File: config.mk
export PLATFORM = sky130hd
export DESIGN_NAME = irq_redir_regs
export DESIGN_NICKNAME = d
export VERILOG_FILES = /design/src/rtl/irq_redir_pkg.sv /design/src/rtl/irq_redir_decode.sv /design/src/rtl/irq_redir_entry.sv /design/src/rtl/irq_redir_rdmux.sv /design/src/rtl/irq_redir_regs.sv
export SDC_FILE = /design/constraint.sdc
export NUM_CORES = 2
export LEC_CHECK = 0
export BUFFER_PORTS_ARGS = -buffer_cell sky130_fd_sc_hd__buf_4
export CORE_ASPECT_RATIO = 1.75
export CORE_UTILIZATION = 65
export DETAILED_ROUTE_END_ITERATION = 16
export GPL_TIMING_DRIVEN = 0
export PLACE_DENSITY = 0.8
export SLEW_MARGIN = 20
export SYNTH_ARGS = -nofsm -noshare
export SYNTH_HDL_FRONTEND = slang
export SYNTH_HIERARCHICAL = 1
export SYNTH_SLANG_ARGS = --single-unit
File: constraint.sdc
create_clock -name clk -period 10.9 [get_ports clk]
set_clock_uncertainty 0.1 [all_clocks]
set_input_delay 0.545 -clock clk [delete_from_list [all_inputs] [get_ports clk]]
set_output_delay 0.545 -clock clk [all_outputs]
set_load 0.01 [all_outputs]
File: src/rtl/irq_redir_pkg.sv
// Shared constants and types for the redirection register front end.
// Assumes 8-bit select values and 64-bit entries split into two halves.
package irq_redir_pkg;
    localparam int F_DLV  = 12;   // delivery status, hardware owned
    localparam int F_RIRR = 14;   // remote IRR, hardware owned
    localparam int F_TRIG = 15;   // 1 = level, 0 = edge
    localparam int F_MASK = 16;   // 1 = masked

    localparam logic [7:0] OFS_SEL = 8'h00;
    localparam logic [7:0] OFS_WIN = 8'h10;

    localparam logic [7:0] SEL_ID   = 8'h00;
    localparam logic [7:0] SEL_VER  = 8'h01;
    localparam logic [7:0] SEL_ARB  = 8'h02;
    localparam logic [7:0] SEL_TBL  = 8'h10;

    localparam int IDX_W = 7;

    localparam logic [63:0] ENT_RESET = 64'h0000_0000_0001_0000;

    typedef enum logic [2:0] {
        TGT_ID, TGT_VER, TGT_ARB, TGT_ENT, TGT_VOID
    } win_tgt_e;

    typedef struct packed {
        win_tgt_e         tgt;
        logic [IDX_W-1:0] idx;
        logic             hi;
    } win_dec_t;
endpackage

File: src/rtl/irq_redir_decode.sv
// Decodes the select register into a window target.
// Assumes selects below the table base other than 0..2 hit nothing.
module irq_redir_decode
    import irq_redir_pkg::*;
#(
    parameter int NPINS = 24
) (
    input  logic [7:0] sel,
    output win_dec_t   dec
);
    localparam logic [IDX_W-1:0] NPINS_W = IDX_W'(NPINS);

    logic [7:0] offs;

    // Classify the select value and derive entry index and half.
    always_comb begin
        offs    = sel - SEL_TBL;
        dec.idx = offs[7:1];
        dec.hi  = sel[0];
        if (sel == SEL_ID)
            dec.tgt = TGT_ID;
        else if (sel == SEL_VER)
            dec.tgt = TGT_VER;
        else if (sel == SEL_ARB)
            dec.tgt = TGT_ARB;
        else if (sel >= SEL_TBL && offs[7:1] < NPINS_W)
            dec.tgt = TGT_ENT;
        else
            dec.tgt = TGT_VOID;
    end
endmodule

File: src/rtl/irq_redir_entry.sv
// One 64-bit redirection entry with protected status bits.
// Assumes at most one half is written per cycle.
module irq_redir_entry
    import irq_redir_pkg::*;
(
    input  logic        clk,
    input  logic        rst_n,
    input  logic        wr_lo,
    input  logic        wr_hi,
    input  logic [31:0] wdata,
    input  logic        remirr_set,
    input  logic        remirr_clr,
    input  logic        dlv_pend,
    output logic [63:0] ent,
    output logic        mask_chg,
    output logic        level_rewr
);
    logic [63:0] ent_q;
    logic [63:0] nxt;
    logic        wr_any;

    assign wr_any = wr_lo | wr_hi;

    // Merge written half, restore owned bits, apply status updates.
    always_comb begin
        nxt = ent_q;
        if (wr_lo) nxt[31:0]  = wdata;
        if (wr_hi) nxt[63:32] = wdata;
        nxt[F_RIRR] = ent_q[F_RIRR];
        nxt[F_DLV]  = dlv_pend;
        if (remirr_set && nxt[F_TRIG]) nxt[F_RIRR] = 1'b1;
        if (remirr_clr)                nxt[F_RIRR] = 1'b0;
        if (wr_any && !nxt[F_TRIG])    nxt[F_RIRR] = 1'b0;
    end

    // Entry storage and one-cycle notification pulses.
    always_ff @(posedge clk) begin
        if (!rst_n) begin
            ent_q      <= ENT_RESET;
            mask_chg   <= 1'b0;
            level_rewr <= 1'b0;
        end else begin
            ent_q      <= nxt;
            mask_chg   <= wr_any && (nxt[F_MASK] != ent_q[F_MASK]);
            level_rewr <= wr_any && nxt[F_TRIG];
        end
    end

    assign ent = ent_q;
endmodule

File: src/rtl/irq_redir_rdmux.sv
// Window read multiplexer: builds the 32-bit word the select points to.
// Assumes the decode already marks unreachable selects as void.
module irq_redir_rdmux
    import irq_redir_pkg::*;
#(
    parameter int         NPINS   = 24,
    parameter logic [7:0] VERSION = 8'h11
) (
    input  win_dec_t                dec,
    input  logic [3:0]              id,
    input  logic [NPINS-1:0][63:0]  ents,
    output logic [31:0]             rword
);
    localparam logic [7:0] MAXPIN = 8'(NPINS - 1);

    logic [63:0] pick;

    // Select the addressed entry; an out-of-range index is never used.
    always_comb begin
        pick = '0;
        for (int i = 0; i < NPINS; i++)
            if (dec.idx == IDX_W'(i)) pick = ents[i];
    end

    // Form the read word for the current target.
    always_comb begin
        unique case (dec.tgt)
            TGT_ID, TGT_ARB: rword = {4'h0, id, 24'h0};
            TGT_VER:         rword = {8'h00, MAXPIN, 8'h00, VERSION};
            TGT_ENT:         rword = dec.hi ? pick[63:32] : pick[31:0];
            default:         rword = '1;
        endcase
    end
endmodule

File: src/rtl/irq_redir_regs.sv
// Top: select/window register front end of the redirection controller.
// Assumes 16-byte aligned accesses; only the low address byte is given.
module irq_redir_regs
    import irq_redir_pkg::*;
#(
    parameter int         NPINS   = 24,
    parameter logic [7:0] VERSION = 8'h11
) (
    input  logic             clk,
    input  logic             rst_n,
    input  logic             bus_valid,
    input  logic             bus_write,
    input  logic [7:0]       bus_addr,
    input  logic [31:0]      bus_wdata,
    output logic [31:0]      bus_rdata,
    input  logic [NPINS-1:0] remirr_set,
    input  logic [NPINS-1:0] remirr_clr,
    input  logic [NPINS-1:0] dlv_pend,
    output logic [NPINS-1:0] mask_chg_pulse,
    output logic [NPINS-1:0] mask_chg_val,
    output logic [NPINS-1:0] level_rewr_pulse
);
    logic [7:0]             sel_q;
    logic [3:0]             id_q;
    logic [31:0]            rdata_q;
    win_dec_t               dec;
    logic [NPINS-1:0][63:0] ents;
    logic [31:0]            rword;
    logic                   sel_wr, win_wr, rd;

    assign sel_wr = bus_valid &  bus_write & (bus_addr == OFS_SEL);
    assign win_wr = bus_valid &  bus_write & (bus_addr == OFS_WIN);
    assign rd     = bus_valid & ~bus_write;

    irq_redir_decode #(.NPINS(NPINS)) dec_i (
        .sel (sel_q),
        .dec (dec)
    );

    for (genvar g = 0; g < NPINS; g++) begin : g_ent
        logic hit;
        assign hit = win_wr && (dec.tgt == TGT_ENT) && (dec.idx == IDX_W'(g));
        irq_redir_entry ent_i (
            .clk        (clk),
            .rst_n      (rst_n),
            .wr_lo      (hit && !dec.hi),
            .wr_hi      (hit &&  dec.hi),
            .wdata      (bus_wdata),
            .remirr_set (remirr_set[g]),
            .remirr_clr (remirr_clr[g]),
            .dlv_pend   (dlv_pend[g]),
            .ent        (ents[g]),
            .mask_chg   (mask_chg_pulse[g]),
            .level_rewr (level_rewr_pulse[g])
        );
        assign mask_chg_val[g] = ents[g][F_MASK];
    end

    irq_redir_rdmux #(.NPINS(NPINS), .VERSION(VERSION)) mux_i (
        .dec   (dec),
        .id    (id_q),
        .ents  (ents),
        .rword (rword)
    );

    // Select register: low byte of a write at the select offset.
    always_ff @(posedge clk) begin
        if (!rst_n)      sel_q <= '0;
        else if (sel_wr) sel_q <= bus_wdata[7:0];
    end

    // Identifier: only writable through the ID select.
    always_ff @(posedge clk) begin
        if (!rst_n)                           id_q <= '0;
        else if (win_wr && dec.tgt == TGT_ID) id_q <= bus_wdata[27:24];
    end

    // Registered read data, held between reads.
    always_ff @(posedge clk) begin
        if (!rst_n)
            rdata_q <= '0;
        else if (rd) begin
            if (bus_addr == OFS_SEL)      rdata_q <= {24'h0, sel_q};
            else if (bus_addr == OFS_WIN) rdata_q <= rword;
            else                          rdata_q <= '0;
        end
    end

    assign bus_rdata = rdata_q;
endmodule

==> impl_metrics.tcl, run 1 <==
set metrics [dict create \
    dp.final_hpwl_um 325000 \
    grt_pass1_vias 81497 \
    synth_top_area_share_pct 41.7 \
    initial_core_util_pct 65.8 \
    syn_area_mm2 0.0781 \
    async_flop_share_pct 0 \
    grt_use_total_pct 85.9 \
    synthCells 7684 \
    synth.most_common_cell "dfxtp_1" \
    grt_max_degree 75 \
    numPortBuffers 219 \
    tool.error "[ERROR GRT-0116] Global routing finished with congestion. Check the congestion regions in the DRC Viewer." \
    ys_ff_latch 1628 \
    grt_pass1_wl_um 758000 \
    cts-root-buf "clkbuf_16" \
    die_h_um 461 \
    syn-num-nets 7802 \
    place.gp.congestion 1.29 \
    overflow 3200 \
    cts.path.max_buffers 3 \
    cts_inserted_buffers 148 \
    die_w_um 264 \
    synth.distinct_cells 100 \
    haltStage "global routing (5_1_grt)" \
    synth_edf_count 0 \
    dpl_cell_area_mm2 0.0824 \
    cts_resized 0 \
    num_rows 167 \
    clock-sinks 1628 \
    yosys.area.top_type "dfxtp_1" \
    synth_ff_type "dfxtp_1" \
    htreeDepth 4 \
    synth_commonest_cells "1628 x dfxtp_1, 1614 x mux2i_1, 1488 x nor2b_1" \
    synth_warnings 6 \
    ys_seq_area_share_pct 41.7 \
    outcome "aborted with a tool error" \
    syn_avg_cell_area_um2 10.2 \
    io_pins 220 \
    synth.area.top_cells "dfxtp_1 42%, mux2i_1 21%, nor2b_1 12%" \
]
[through the flow]
stage,instances,hold slack [ns],setup slack [ns],util [%]
after global placement,9424,0.350,3.32,68.8
after CTS,9797,0.00446,4.18,74.3
after detailed placement,9457,0.357,4.21,69.5
after floorplan,7684,0.333,7.49,-
[routing by layer]
| metal | overflow | track usage (%) |
|---|---|---|
| met1 | 81 | 85.2 |
| met2 | 1949 | 102 |
| met3 | 98 | 71.0 |
| met4 | 1044 | 87.2 |
| met5 | 28 | 46.3 |
[cells by family after synthesis]
group,synth area share [%]
flops,41.7
buf+inv,5.96
compound gates,10.7
simple gates,19.0
xor+xnor,0.292
fa+ha+maj,0.0320
mux,22.3
[what timing repair did]
action                    CTS
hold endpoints to repair   48
hold buffers               74
setup buffers               0
==> run 2, diff against run 1 <==
- CORE_ASPECT_RATIO: 1.75 -> default
- CORE_UTILIZATION: 65 -> 40
- PLACE_DENSITY: 0.8 -> default
- PLACE_DENSITY_LB_ADDON: default -> 0.15
==> impl_metrics.tcl, run 2 <==
set metrics [dict create \
    htreeDepth 4 \
    initial_core_util_pct 40.4 \
    total_power_mw 13.2 \
    drv_cap 0 \
    routed_wl_um 530000 \
    place.gp.congestion 1.07 \
    dp.final_hpwl_um 379000 \
    post-cts-setup-buffer-count 0 \
    p_leak_nw 28.7 \
    period_share_pct 73.3 \
    synth.area.top_cells "dfxtp_1 42%, mux2i_1 21%, nor2b_1 12%" \
    syn_avg_cell_area_um2 10.2 \
    path_class "register to register" \
    dpl_cell_area_mm2 0.0845 \
    numPortBuffers 219 \
    coreArea_mm2 0.193 \
    num_vias 73428 \
    maxSlewHeadroom_pct 2.71 \
    p_per_area_mw_per_mm2 144 \
    crit_fanout 13 \
    setup_ws_ns 2.91 \
    overflow 0 \
    setup_violations 0 \
    r2r-start "sel_q[1]$_SDFFE_PN0P_" \
    layout_commonest_cell "dfxtp_1" \
    synth_edf_count 0 \
    syn_to_final_growth_pct 17.5 \
    pre_cts_slack_ns 3.49 \
    fmax_ghz 0.125 \
    final.min_clock_period_ns 7.99 \
    ys_ff_latch 1628 \
    peakVddDrop_uv 147 \
    grt_use_total_pct 51.9 \
    mostFrequentLayoutCells "1628 x dfxtp_1, 1614 x mux2i_1, 1485 x nor2b_1, 297 x nand2_1, 275 x buf_4" \
    yosys.area.top_type "dfxtp_1" \
    hp-class "input pin to register" \
    drcViolationCount 0 \
    antenna_found_initial 93 \
    drive_gt1_share_pct 15.9 \
    cts_resized 0 \
    syn-num-nets 7802 \
    drt_iter0_drc 12881 \
    hold_slack_ns 0.0320 \
    grt_setup_unrepaired "false" \
    wl_per_cell_um 48.2 \
    worstSkewPairLatency_ns 0.89 \
    synth_ff_type "dfxtp_1" \
    r2r_cells 14 \
    cts_inserted_buffers 188 \
    grt_pass1_vias 64398 \
    worstHoldStart "bus_valid" \
    io_pins 220 \
    ant_nets 0 \
    outcome "completed" \
    worstMarginPinSlew_ns 1.45 \
    cts.path.max_buffers 3 \
    synthCells 7684 \
    cts_tree "done" \
    dr.pass1.iters 8 \
    clock-sinks 1628 \
    num_rows 161 \
    synth_warnings 6 \
    syn_area_mm2 0.0781 \
    vias_per_cell 6.68 \
    layout.nets 8350 \
    grt_pass1_wl_um 670000 \
    finalInstanceArea_mm2 0.0918 \
    die_w_um 444 \
    grt_max_degree 75 \
    cts.clk_slew.worst_paths_ns 0.06 \
    fin_tns_setup_ns 0 \
    synth_top_area_share_pct 41.7 \
    worstPathArrival_ns 8.67 \
    synth.most_common_cell "dfxtp_1" \
    dieArea_mm2 0.197 \
    hold_path_depth 4 \
    synth.distinct_cells 100 \
    required_ns 11.58 \
    hold_viol_final 0 \
    cp-end-kind "register" \
    crit_path_start_kind "register" \
    crit_path_start "sel_q[1]$_SDFFE_PN0P_" \
    async_flop_share_pct 0 \
    die_h_um 444 \
    synth_commonest_cells "1628 x dfxtp_1, 1614 x mux2i_1, 1488 x nor2b_1" \
    ys_seq_area_share_pct 41.7 \
    slew_violations 0 \
    cts-root-buf "clkbuf_16" \
    largest_reg_flops 1536 \
]
## run 2: cell counts after synthesis
Identical to the previous run, type by type.
## run 2: critical path, stage by stage, from the launching register on
cell and delay, ns:
dfxtp_1 0.41, buf_4 0.27, buf_2 0.28, buf_4 0.31, buf_2 0.76, buf_2 0.90
buf_2 1.01, buf_2 0.77, o22ai_1 0.15, a21oi_1 0.72, o22ai_1 0.50, a211oi_1 1.07
and2_1 0.25, nand4_1 0.10, a21boi_0 0.18
## run 2: area by class of cell
class	count	area, um^2
tap	2526	3160
timing repair buffer	358	3750
antenna	90	225
clock buffer	269	5470
clock inverter	72	808
fill	18399	101000
inverter	13	48.8
sequential	1628	32600
multi-input combinational	5384	41000
buffer	659	4700
## run 2: logic make-up (layout without fill, tap and decap cells)
| logic type | Yosys count | after routing | synth area share [%] |
|---|---|---|---|
| buf+inv | 672 | 1371 | 5.96 |
| simple gates | 2494 | 2494 | 19.0 |
| fa+ha+maj | 2 | 2 | 0.0320 |
| compound gates | 1163 | 1163 | 10.7 |
| xor+xnor | 26 | 26 | 0.292 |
| other cells | 0 | 90 | 0 |
| flops | 1628 | 1628 | 41.7 |
| mux | 1699 | 1699 | 22.3 |
## run 2: layer usage
layer  vias to the layer above  share of wire (%)  GRT usage [%]
met1                     36269                 37           63.0
met2                      6783                 39           70.6
met4                        46                 10           43.9
li1                      28417                  -              -
met3                      1913                 14           21.2
met5                         -              0.061              0
## run 2: metrics by stage
step | instances | util, %
floorplan | 7684 | -
global placement | 10429 | 42.9
detailed placement | 10489 | 43.7
CTS | 10907 | 47.4
global route | 10921 | 47.4
finish | 10999 | 47.5
## run 2: final timing paths
check	end	slack [ns]
max	bus_rdata[11]$_SDFFE_PN0P_	2.91
min	bus_rdata[14]$_SDFFE_PN0P_	0.03
max reg2reg	bus_rdata[11]$_SDFFE_PN0P_	2.91
min reg2reg	bus_rdata[1]$_SDFFE_PN0P_	0.36
## run 2: repair_timing
| item | in CTS | in global routing |
|---|---|---|
| setup endpoints to repair | 0 | 0 |
| endpoints found under the hold margin | 50 | 0 |
| hold buffers | 77 | 0 |
## run 2: report_power, final
part / internal, mW / total [mW] / switching (mW) / leakage [nW]
combinational: 0.158 / 0.566 / 0.408 / 12.5
clock: 3.80 / 6.65 / 2.85 / 3.13
sequential: 5.95 / 5.96 / 0.00582 / 13.1
No activity file was read; power rests on OpenSTA's default activity.
